$ cat src/rtl/iqd_pkg.sv
package iqd_pkg;
  typedef enum logic [1:0] {
    PM_I_ONLY = 2'b00,
    PM_Q_ONLY = 2'b01,
    PM_ALT    = 2'b10,
    PM_ALT_B  = 2'b11
  } phase_mode_e;

  function automatic logic mode_is_alt(input logic [1:0] m);
    return m[1];
  endfunction
endpackage

$ cat src/rtl/iqd_frame_shifter.sv
module iqd_frame_shifter #(
  parameter int FRAME_W = 96,
  localparam int CNT_W = $clog2(FRAME_W)
) (
  input  logic               clk_i,
  input  logic               rst_ni,
  input  logic               bit_i,
  input  logic               valid_i,
  input  logic               sync_i,
  output logic [FRAME_W-1:0] frame_o,
  output logic               frame_ok_o
);
  logic [FRAME_W-1:0] sh_q;
  logic [CNT_W-1:0]   cnt_q;
  logic               in_frame_q;
  logic               last_bit;

  assign last_bit   = valid_i && !sync_i && in_frame_q && (cnt_q == CNT_W'(FRAME_W-1));
  assign frame_o    = {sh_q[FRAME_W-2:0], bit_i};
  assign frame_ok_o = last_bit;

  always_ff @(posedge clk_i or negedge rst_ni) begin
    if (!rst_ni) begin
      sh_q       <= '0;
      cnt_q      <= '0;
      in_frame_q <= 1'b0;
    end else if (valid_i) begin
      if (sync_i) begin
        // sync restarts framing, partial frame dropped
        sh_q       <= {sh_q[FRAME_W-2:0], bit_i};
        cnt_q      <= CNT_W'(1);
        in_frame_q <= 1'b1;
      end else if (in_frame_q) begin
        sh_q <= {sh_q[FRAME_W-2:0], bit_i};
        if (last_bit) begin
          cnt_q      <= '0;
          in_frame_q <= 1'b0;
        end else begin
          cnt_q <= cnt_q + CNT_W'(1);
        end
      end
    end
  end


  cnt_range_chk: assert property (@(posedge clk_i) disable iff (!rst_ni)
    cnt_q <= CNT_W'(FRAME_W-1));


  frame_gap_chk: assert property (@(posedge clk_i) disable iff (!rst_ni)
    frame_ok_o |=> !frame_ok_o);


  sync_restart_chk: assert property (@(posedge clk_i) disable iff (!rst_ni)
    (valid_i && sync_i) |=> (in_frame_q && cnt_q == CNT_W'(1)));
endmodule

$ cat src/rtl/iqd_field_picker.sv
module iqd_field_picker
  import iqd_pkg::*;
#(
  parameter int SAMPLE_W = 24,
  parameter int NUM_CH   = 2,
  localparam int NUM_F   = NUM_CH * 2,
  localparam int FRAME_W = SAMPLE_W * NUM_F,
  localparam int CH_W    = (NUM_CH > 1) ? $clog2(NUM_CH) : 1
) (
  input  logic                clk_i,
  input  logic                rst_ni,
  input  logic                start_i,
  input  logic [FRAME_W-1:0]  frame_i,
  input  logic                store_i,
  input  logic [CH_W-1:0]     chan_sel_i,
  input  logic [1:0]          mode_i,
  output logic [SAMPLE_W-1:0] word_o
);
  logic [SAMPLE_W-1:0] fields [NUM_F];
  logic                tog_q;
  logic                ph_sel;
  logic [CH_W:0]       idx;

  // field 0 is the first on the wire
  for (genvar g = 0; g < NUM_F; g++) begin : g_fld
    assign fields[g] = frame_i[FRAME_W-1-g*SAMPLE_W -: SAMPLE_W];
  end

  always_comb begin
    unique case (phase_mode_e'(mode_i))
      PM_I_ONLY: ph_sel = 1'b0;
      PM_Q_ONLY: ph_sel = 1'b1;
      default:   ph_sel = tog_q;
    endcase
  end

  assign idx    = {chan_sel_i, ph_sel};
  assign word_o = fields[idx];

  always_ff @(posedge clk_i or negedge rst_ni) begin
    if (!rst_ni)                             tog_q <= 1'b0;
    else if (start_i)                        tog_q <= 1'b0;
    else if (store_i && mode_is_alt(mode_i)) tog_q <= ~tog_q;
  end


  alt_flip_chk: assert property (@(posedge clk_i) disable iff (!rst_ni)
    (store_i && mode_is_alt(mode_i) && !start_i) |=> (tog_q != $past(tog_q)));


  start_tog_chk: assert property (@(posedge clk_i) disable iff (!rst_ni)
    start_i |=> !tog_q);
endmodule

$ cat src/rtl/iqd_store_ctrl.sv
module iqd_store_ctrl #(
  parameter int ADDR_W = 15
) (
  input  logic              clk_i,
  input  logic              rst_ni,
  input  logic              start_i,
  input  logic              store_i,
  output logic [ADDR_W-1:0] addr_o,
  output logic              done_o
);
  logic [ADDR_W-1:0] addr_q;
  logic              done_q;

  assign addr_o = addr_q;
  assign done_o = done_q;

  always_ff @(posedge clk_i or negedge rst_ni) begin
    if (!rst_ni) begin
      addr_q <= '0;
      done_q <= 1'b0;
    end else if (start_i) begin
      addr_q <= '0;
      done_q <= 1'b0;
    end else if (store_i) begin
      addr_q <= addr_q + ADDR_W'(1);
      if (&addr_q) done_q <= 1'b1;
    end
  end


  addr_step_chk: assert property (@(posedge clk_i) disable iff (!rst_ni)
    (store_i && !start_i) |=> (addr_q == $past(addr_q) + ADDR_W'(1)));


  done_hold_chk: assert property (@(posedge clk_i) disable iff (!rst_ni)
    (done_q && !start_i) |=> done_q);
endmodule

$ cat src/rtl/iq_frame_deser.sv
module iq_frame_deser #(
  parameter int SAMPLE_W = 24,
  parameter int NUM_CH   = 2,
  parameter int ADDR_W   = 15,
  localparam int FRAME_W = SAMPLE_W * NUM_CH * 2,
  localparam int CH_W    = (NUM_CH > 1) ? $clog2(NUM_CH) : 1
) (
  input  logic                clk_i,
  input  logic                rst_ni,
  input  logic                start_i,
  input  logic                ser_bit_i,
  input  logic                ser_valid_i,
  input  logic                ser_sync_i,
  input  logic [CH_W-1:0]     chan_sel_i,
  input  logic [1:0]          phase_mode_i,
  output logic                wr_en_o,
  output logic [ADDR_W-1:0]   wr_addr_o,
  output logic [SAMPLE_W-1:0] wr_data_o,
  output logic                done_o
);
  logic [FRAME_W-1:0]  frame;
  logic                frame_ok;
  logic                store;
  logic [SAMPLE_W-1:0] word;
  logic [ADDR_W-1:0]   next_addr;
  logic                done;

  iqd_frame_shifter #(.FRAME_W(FRAME_W)) u_shift (
    .clk_i      (clk_i),
    .rst_ni     (rst_ni),
    .bit_i      (ser_bit_i),
    .valid_i    (ser_valid_i),
    .sync_i     (ser_sync_i),
    .frame_o    (frame),
    .frame_ok_o (frame_ok)
  );

  // frame completing during start or after done is dropped
  assign store = frame_ok && !done && !start_i;

  iqd_field_picker #(.SAMPLE_W(SAMPLE_W), .NUM_CH(NUM_CH)) u_pick (
    .clk_i      (clk_i),
    .rst_ni     (rst_ni),
    .start_i    (start_i),
    .frame_i    (frame),
    .store_i    (store),
    .chan_sel_i (chan_sel_i),
    .mode_i     (phase_mode_i),
    .word_o     (word)
  );

  iqd_store_ctrl #(.ADDR_W(ADDR_W)) u_ctrl (
    .clk_i   (clk_i),
    .rst_ni  (rst_ni),
    .start_i (start_i),
    .store_i (store),
    .addr_o  (next_addr),
    .done_o  (done)
  );

  assign done_o = done;

  always_ff @(posedge clk_i or negedge rst_ni) begin
    if (!rst_ni) begin
      wr_en_o   <= 1'b0;
      wr_addr_o <= '0;
      wr_data_o <= '0;
    end else begin
      wr_en_o <= store;
      if (store) begin
        wr_addr_o <= next_addr;
        wr_data_o <= word;
      end
    end
  end


  wr_pulse_chk: assert property (@(posedge clk_i) disable iff (!rst_ni)
    wr_en_o |=> !wr_en_o);


  no_wr_after_done_chk: assert property (@(posedge clk_i) disable iff (!rst_ni)
    (done_o && !start_i) |=> !wr_en_o);


  start_clear_chk: assert property (@(posedge clk_i) disable iff (!rst_ni)
    start_i |=> (!done_o && !wr_en_o));
endmodule

$ cat config.mk
export PLATFORM = sky130hd
export DESIGN_NAME = iq_frame_deser
export DESIGN_NICKNAME = d
export VERILOG_FILES = /design/src/rtl/iqd_pkg.sv /design/src/rtl/iqd_frame_shifter.sv /design/src/rtl/iqd_field_picker.sv /design/src/rtl/iqd_store_ctrl.sv /design/src/rtl/iq_frame_deser.sv
export SDC_FILE = /design/constraint.sdc
export NUM_CORES = 1
export LEC_CHECK = 0
export BUFFER_PORTS_ARGS = -buffer_cell sky130_fd_sc_hd__buf_2
export CORE_MARGIN = 4
export CORE_UTILIZATION = 50
export DETAILED_ROUTE_END_ITERATION = 16
export GPL_TIMING_DRIVEN = 0
export PLACE_DENSITY = 0.79
export SYNTH_ARGS = -nofsm -noshare
export SYNTH_HDL_FRONTEND = slang
export SYNTH_SLANG_ARGS = --single-unit
$ cat constraint.sdc
create_clock -name clk_i -period 2.3 [get_ports clk_i]
set_input_delay 0 -clock clk_i [delete_from_list [all_inputs] [get_ports clk_i]]
set_output_delay 0 -clock clk_i [all_outputs]
set_load 0.005 [all_outputs]
-- Yosys cells after proc, flatten, opt, wreduce, memory -nomap -nowiden
Cells that the tools add are included.
- word-level logic and storage cells: 52
- output and inout port bits: 41
- ROM bits: 0
- memories: 0
- memory bits (writable): 0
- register bits after elaboration: 160
- latch bits: 0
- eq/ne operators: 2
- $mul: 0
- bitwise operators: 2
- $lt $le $gt $ge: 1
- shift-type cells: 0
- muxes and demuxes: 19
- $add $sub $neg: 2
- div/mod/pow operators: 0
- reduce and logical (&&, ||, !) cells: 17
- operators by type and width (operator ; number):
    2-to-1 mux 95 bit ; 2
    binary-select mux 24 bit (select 2 bit) ; 1
    2-to-1 mux 24 bit ; 2
    2-to-1 mux 15 bit ; 2
    2-to-1 mux 7 bit ; 3
    adder 15 x 1 -> 15 bit, second input constant ; 1
    AND reduction 15 bit ; 1
    2-to-1 mux 1 bit ; 8
    nonzero test 2 bit ; 4
    adder 7 x 1 -> 7 bit, second input constant ; 1
    equality test 7 bit, second input constant ; 1
    logical AND 1 bit ; 6
    AND reduction 2 bit ; 2
    greater-or-equal comparator 3 bit, second input constant ; 1
    logical NOT 1 bit ; 3
    inverter 2 -> 3 bit ; 1
    equality test 2 x 1 -> 1 bit, second input constant ; 1
    logical NOT 2 bit ; 1
    one-hot mux 1 bit (2 select lines) ; 1
    inverter 1 bit ; 1

-- Longest topological paths before layout
Gate-level depths: netlist (run 1).
- depth after elaboration: 9
- mapped depth: 6
- gate-level depth less buffers: 5

-- Modules after synthesis
From an unflattened synthesis (run 1), not the netlist that was laid out.
- cell total of the unflattened synthesis: 648
- area, all modules: 6965.4 um^2
- modules (own cells, without submodules) (module ; sequential area each (um^2) ; area an instance (um^2) ; instances ; cells each):
    iqd_frame_shifter ; 2577.5 ; 3995.1 ; 1 ; 448
    iq_frame_deser ; 1001.0 ; 1503.9 ; 1 ; 84
    iqd_store_ctrl ; 400.4 ; 820.8 ; 1 ; 82
    iqd_field_picker ; 25.0 ; 645.6 ; 1 ; 34

-- Least setup slack after synthesis (run 1)
No wires, ideal clock.
- path type: reg-to-reg
- start: register u_shift.cnt_q[0]
- end: register wr_addr_o[0]
- setup slack: 0.510 ns
- period minus slack after synthesis: 1.790 ns
- buffers on the path: 1
- cell stages (with the launch flop): 7
- data arrival time: 1.665 ns
- path through: dfrtp_1 ha_1 and4_2 nand3_2 nor2_2 buf_4 mux2_2
- word-level cells in the longest chain between the ends: 4
- ends and longest elaborated chain (element ; RTL line ; RTL):
    start, declared ; iqd_frame_shifter.sv:14 ; logic [CNT_W-1:0] cnt_q;
    start signal, assigned ; iqd_frame_shifter.sv:39 ; cnt_q <= cnt_q + CNT_W'(1);
    equality test 7 bit ; iqd_frame_shifter.sv:18 ; assign last_bit = valid_i && !sync_i && in_frame_q && (cnt_q == CNT_W'(FRAME_W-1));
    logical AND 1 bit ; iqd_frame_shifter.sv:18 ;
    logical AND 1 bit (2 in series) ; iq_frame_deser.sv:39 ; assign store = frame_ok && !done && !start_i;
    end signal, assigned ; iq_frame_deser.sv:71 ; wr_addr_o <= next_addr;
    end, declared ; iq_frame_deser.sv:17 ; output logic [ADDR_W-1:0] wr_addr_o,
Every way passes these cells.
A chain may end at the register's enable or synchronous reset.

-- Worst setup path in the final report (run 1)
- start: register u_pick.tog_q
- end: register wr_data_o[17]
- word-level cells in the longest chain between the ends: 5
- ends and longest elaborated chain (element ; RTL line ; RTL):
    start, declared ; iqd_field_picker.sv:20 ; logic tog_q;
    start signal, assigned ; iqd_field_picker.sv:43 ; else if (store_i && mode_is_alt(mode_i)) tog_q <= ~tog_q;
    one-hot mux 1 bit (2 select lines) ; iqd_field_picker.sv:30 ; unique case (phase_mode_e'(mode_i))
    inverter 2 -> 3 bit (implied by the code) ; iqd_field_picker.sv:38 ; assign word_o = fields[idx];
    binary-select mux 24 bit (select 2 bit) ; iqd_field_picker.sv:38 ;
    2-to-1 mux 24 bit (implied by the code) (2 in series) ; iqd_field_picker.sv:38 ;
    end signal, assigned ; iq_frame_deser.sv:72 ; wr_data_o <= word;
    end, declared ; iq_frame_deser.sv:18 ; output logic [SAMPLE_W-1:0] wr_data_o,
Every way passes these cells. The select of a mux whose other input is x is not followed.

==> results.md, run 1 <==
* Chip Width at 126 um
* Avg WL per Cell at 17.6 um
* Cell Pwr Density at ~800 mW/mm^2
* WP buf/inv at 1
* Lkg Pwr at around 3.9 nW
* Setup violators final at 0
* Number of fill cells at 1035
* CP cell instances: mux2i_1 > buf_2 > mux4_2 > mux2_2
* Peak VDD IR at between 0.0007 and 0.0008 V
* Critical Path Start: u_pick.tog_q
* Share of layout cells above drive strength 1 at 0.483
* Final min period at about 2.2 ns
* Reg-to-Reg Start: u_pick.tog_q
* Fin Hold WS at between 0.1 and 0.15 ns
* Area Overhead vs Synth at 16.3%
* Die height at ~130 um
* Worst-skew pair later-pin latency at roughly 0.42 ns
* Hold-fix buffers at CTS at 7
* CTS Sinks at 160
* Commonest cells after routing, fill and taps aside: dfrtp_1, mux2_2, buf_2
* Number of remaining DRC errors at 0
* I/O Buffers at 47
* Hpwl dp at slightly below 9000 um
* Rows at 42
* Num CTS Buffers at 17
* Synth top area share at 0.580
* GP Congestion at 0.823
* Critical Path AT at roughly 2.5 ns
* End-of-flow core utilization at 0.600
* IO Count at 50
* DRT iter0 DRCs at approximately 310
* Antenna Nets Post-Route at 0
* Worst slew pin tran at between 0.7 and 0.8 ns
* GRT Residual Overflow at 0
* Drt pass-1 iters at 5
* CP endpoint kind: register
* Synthesized cell area at between 0.006 and 0.007 sq mm
* Final hold vios at 0
* Synth area leaders: dfrtp_1, mux2_2, mux4_2
* Hold crit path type: in -> async
* Max FO, Critical Path at 10
* Fin crit share at 0.950
* Worst path slowest cell: mux2i_1
* Pre-CTS setup slack at between 0.15 and 0.2 ns
* Crit Path Category: reg -> reg
* GRT Total Usage at 0.176
* H-tree levels at 4
* Most common cell after layout, fill and taps aside: dfrtp_1
* Synthesis warning total at 0
* Clock Path Buffers at 2
* Max Clk Rate at roughly 460 MHz
* Post-CTS Setup Bufs at 0
* Post-Syn Nets at ~470
* Nets at ~540
* RSZ-0062 raised after global routing: no
* Root Buffer: clkbuf_16
* Largest net degree at the start of global routing at between 100 and 150
* Final TNS setup at 0 ns
* Syn Inst Count at 457
* Status: finished, final reports clean
* Final setup margin at around 0.11 ns
* Number of global-route vias before repair at 4337
* TritonCTS clock tree: yes
* Synth Area per Inst at between 15 and 20 sq um
* Via count at between 4000 and 5000
* Vias/cell at around 5.7
* Largest area contributor in the netlist: dfrtp_1
* Max-Cap Viols at 0
* Worst Setup Start Kind: register
* Yosys cell types at 38
* Delay-heaviest family, CP: multiplexers
* Initial core utilization at 0.516
* Final slew viol count at 0
* First-pass GRT wire length at approximately 22000 um
* Reg2Reg Setup Slack at 0.11 ns
* Post-Route WL at 12700 um
* Slew headroom at 0.461
* N_diodes at 0
* Core Region at approximately 0.013 sq mm
* Die ar. at about 0.016 sq mm
* Initial antenna violation count at 0
* Clock Skew at 0.00651 ns
* Post-synthesis sequential area ratio at 0.580
* Worst path max stage delay at between 0.6 and 0.7 ns
* Seq cells post-synth at 160
* Power Total at between 6 and 7 mW
* Worst EP required at roughly 2.6 ns
* Worst-path clk slew at ~0.06 ns
* CTS resizes at 0
worst register-to-register path, delay by kind of cell (launching register included):
family | cells | cell delay [ns]
buffers and inverters | 1 | 0.41
flip-flops | 1 | 0.39
multiplexers | 3 | 1.28
flip-flops by register name, indices dropped and copies added (netlist names):
name / cells
u_shift.in_frame_q: 1
u_shift.sh_q: 95
u_ctrl.addr_o: 15
wr_data_o: 24
u_ctrl.done_o: 1
wr_addr_o: 15
u_shift.cnt_q: 7
u_pick.tog_q: 1
wr_en_o: 1
metrics by stage:
step / instances / instance area, sq um
6_report: 720 / 8040
3_3_place_gp: 680 / 7360
5_1_grt: 720 / 8040
3_5_place_dp: 681 / 7400
2_1_floorplan: 457 / 6910
4_1_cts: 720 / 8040
power breakdown:
part	internal (mW)	switching, mW	leakage [nW]
Sequential	3.05	0.174	2.18
Combinational	0.292	0.217	1.49
Clock	1.55	1.11	0.268
Total	4.88	1.50	3.94
kinds of logic after synthesis:
logic type,after synthesis,share of synthesized area
DFF,160,0.580
buffers and inverters,27,0.0212
adders and majority gates,2,0.00362
AOI/OAI and AO/OA,37,0.0311
muxes,161,0.301
and+or+nand+nor,65,0.0572
xor gates and xnor gates,5,0.00634
path summary, 6_finish.rpt:
path | endpoint | depth (start not counted)
setup / recovery | wr_data_o[17] | 4
hold / removal | wr_addr_o[10] | 2
setup reg to reg | wr_data_o[17] | 4
hold reg to reg | wr_data_o[2] | 1
max in group asynchronous | u_shift.sh_q[93] | 3
min in group clk_i | wr_data_o[23] | 3
area by class of cell:
class | instances | area (sq um) | area share
Sequential cell | 160 | 4000 | 0.498
Tap cell | 176 | 220 | 0.0274
Clock inverter | 12 | 110 | 0.0137
Clock buffer | 20 | 457 | 0.0568
Multi-Input combinational cell | 270 | 2760 | 0.343
Buffer | 25 | 139 | 0.0173
Timing Repair Buffer | 55 | 339 | 0.0422
Inverter | 2 | 7.51 | 0.000934
synth_stat cells, drive strengths merged:
master,count
dfrtp,160
mux2,134
mux4,24
buf,21
o21ai,15
a21oi,13
nor2,12
nand3,11
nand2,9
nand4,8
or3,6
xor2,5
and4,4
clkbuf,4
a22o,3
and2,3
and3,3
mux2i,3
a21o,2
ha,2
inv,2
o41ai,2
or4b,2
a31oi,1
and4b,1
and4bb,1
nand2b,1
nand3b,1
nand4b,1
nor2b,1
nor4,1
o21ba,1
routing by layer:
layer	wire (um)	share of wire	up-vias	GRT usage
met4	228	0.018	0	0.0676
met3	561	0.044	25	0.0507
met5	0	0	-	0
met1	5680	0.45	2114	0.226
met2	6230	0.49	89	0.283
li1	-	-	1857	-
(Power assumes the default switching activity.)
==> run 2, diff against run 1 <==
--- a/config.mk
+++ b/config.mk
@@ -6,6 +6,7 @@
 export NUM_CORES = 1
 export LEC_CHECK = 0
 export BUFFER_PORTS_ARGS = -buffer_cell sky130_fd_sc_hd__buf_2
+export CORE_ASPECT_RATIO = 2
 export CORE_MARGIN = 4
 export CORE_UTILIZATION = 50
 export DETAILED_ROUTE_END_ITERATION = 16
==> results.md, run 2 (synthesized netlist as in run 1, its figures left out) <==
* Status: finished, final reports clean
* Max-Cap Viols at 0
* Max Clk Rate at ~460 MHz
* Peak VDD IR at 0.000583 V
* Worst-skew pair later-pin latency at 0.42 ns
* Avg WL per Cell at 19.4 um
* DRT iter0 DRCs at 170
* Area Overhead vs Synth at 16.2%
* Initial core utilization at 0.511
* First-pass GRT wire length at 22900 um
* N_diodes at 0
* Drt pass-1 iters at 4
* Largest Register: u_shift.sh_q
* Setup violators final at 0
* Largest net degree at the start of global routing at 96
* Fin crit share at 0.955
* Nets at approximately 540
* Multi-input gate area at ~0.0028 sq mm
* Worst EP required at 2.60 ns
* IO Count at 50
* Inst Count DP at 660
* Share of layout cells above drive strength 1 at 0.482
* Largest register FFs at between 90 and 100
* Worst Setup Start Kind: register
* GRT Residual Overflow at 0
* Core Region at ~0.014 sq mm
* Fin Hold WS at 0.146 ns
* Worst-path clk slew at 0.06 ns
* Slew headroom at 0.472
* Final hold vios at 0
* CP endpoint kind: register
* Design area at 0.00803 sq mm
* Final std cells w/o fill at around 700
* Post-CTS Setup Bufs at 0
* Die height at between 150 and 200 um
* Number of fill cells at between 1000 and 1500
* Reg2Reg Setup Slack at between 0.1 and 0.15 ns
* Reg area at ~0.004 sq mm
* Final slew viol count at 0
* RSZ-0062 raised after global routing: no
* Commonest cells after routing, fill and taps aside: dfrtp_1, mux2_2, buf_2
* Critical Path AT at around 2.5 ns
* Via count at just over 4000
* Final TNS setup at 0 ns
* Clock Path Buffers at 2
* Die ar. at 0.0159 sq mm
* Hpwl dp at 9670 um
* Number of global-route vias before repair at roughly 4500
* Number of remaining DRC errors at 0
* GP Congestion at between 0.9 and 1
* Chip Width at slightly above 90 um
* GRT Total Usage at 0.183
* Num CTS Buffers at 17
* CTS Sinks at 160
* Lkg Pwr at a little under 4 nW
* Post-Route WL at ~14000 um
* Largest regs: u_shift.sh_q: 95 flops, wr_data_o: 24 flops
* Most common cell after layout, fill and taps aside: dfrtp_1
* Initial antenna violation count at 0
* Final min period at between 2 and 2.5 ns
* Hold crit path type: in -> async
* Cell Pwr Density at slightly above 800 mW/mm^2
* Root Buffer: clkbuf_16
* Clock Skew at 0.00843 ns
* Rows at 60
* Antenna Nets Post-Route at 0
* I/O Buffers at between 40 and 50
* Crit Path Category: reg -> reg
* Placed cell area at roughly 0.0074 sq mm
* TritonCTS clock tree: yes
* End-of-flow core utilization at 0.594
* H-tree levels at 4
* Vias/cell at 5.83
* Max FO, Critical Path at 10
* Worst slew pin tran at 0.770 ns
[run 2: what timing repair did]
| action | in CTS | in global routing |
|---|---|---|
| hold buffers | 7 | 0 |
| endpoints found under the hold margin | 73 | 0 |
| gates resized for setup | 0 | 0 |
[run 2: area by class of cell]
| type | instances | share of cell area |
|---|---|---|
| Buffer | 25 | 0.0173 |
| Clock buffer | 25 | 0.0642 |
| Clock inverter | 7 | 0.00919 |
| Inverter | 2 | 0.000935 |
| Multi-Input combinational cell | 270 | 0.344 |
| Sequential cell | 160 | 0.499 |
| Tap cell | 155 | 0.0241 |
| Timing Repair Buffer | 55 | 0.0422 |
[run 2: critical path, cell delays in order, from the launching register on]
cell     delay [ns]
dfrtp_1        0.40
mux2i_1        0.62
buf_2          0.40
mux4_2         0.37
mux2_2         0.28
[run 2: final timing paths]
check                              start                to  cells after the start
hold / removal                    rst_ni      wr_data_o[2]                      2
max in group asynchronous         rst_ni  u_shift.sh_q[64]                      3
setup reg to reg            u_pick.tog_q     wr_data_o[21]                      4
setup / recovery            u_pick.tog_q     wr_data_o[21]                      4
hold reg to reg            wr_data_o[18]     wr_data_o[18]                      1
min in group clk_i            chan_sel_i     wr_data_o[23]                      3
[run 2: per-stage QoR]
stage                     worst slack, ns  total power [mW]
final                               0.104              6.49
after global routing               0.0358              6.75
after CTS                          0.0772              6.56
after detailed placement           0.0900              3.80
after global placement              -1.03              3.75
after floorplan                     0.510              3.58
[run 2: per-layer routing]
metal,vias up,GRT usage,share of wire
li1,1849,-,-
met1,2119,0.196,0.37
met2,86,0.341,0.58
met3,19,0.0385,0.028
met4,0,0.0762,0.019
met5,-,0,0
[run 2: power breakdown]
group | switching (mW) | total, mW | internal (mW)
clock | 1.08 | 2.74 | 1.66
sequential | 0.184 | 3.23 | 3.05
combinational | 0.222 | 0.514 | 0.292
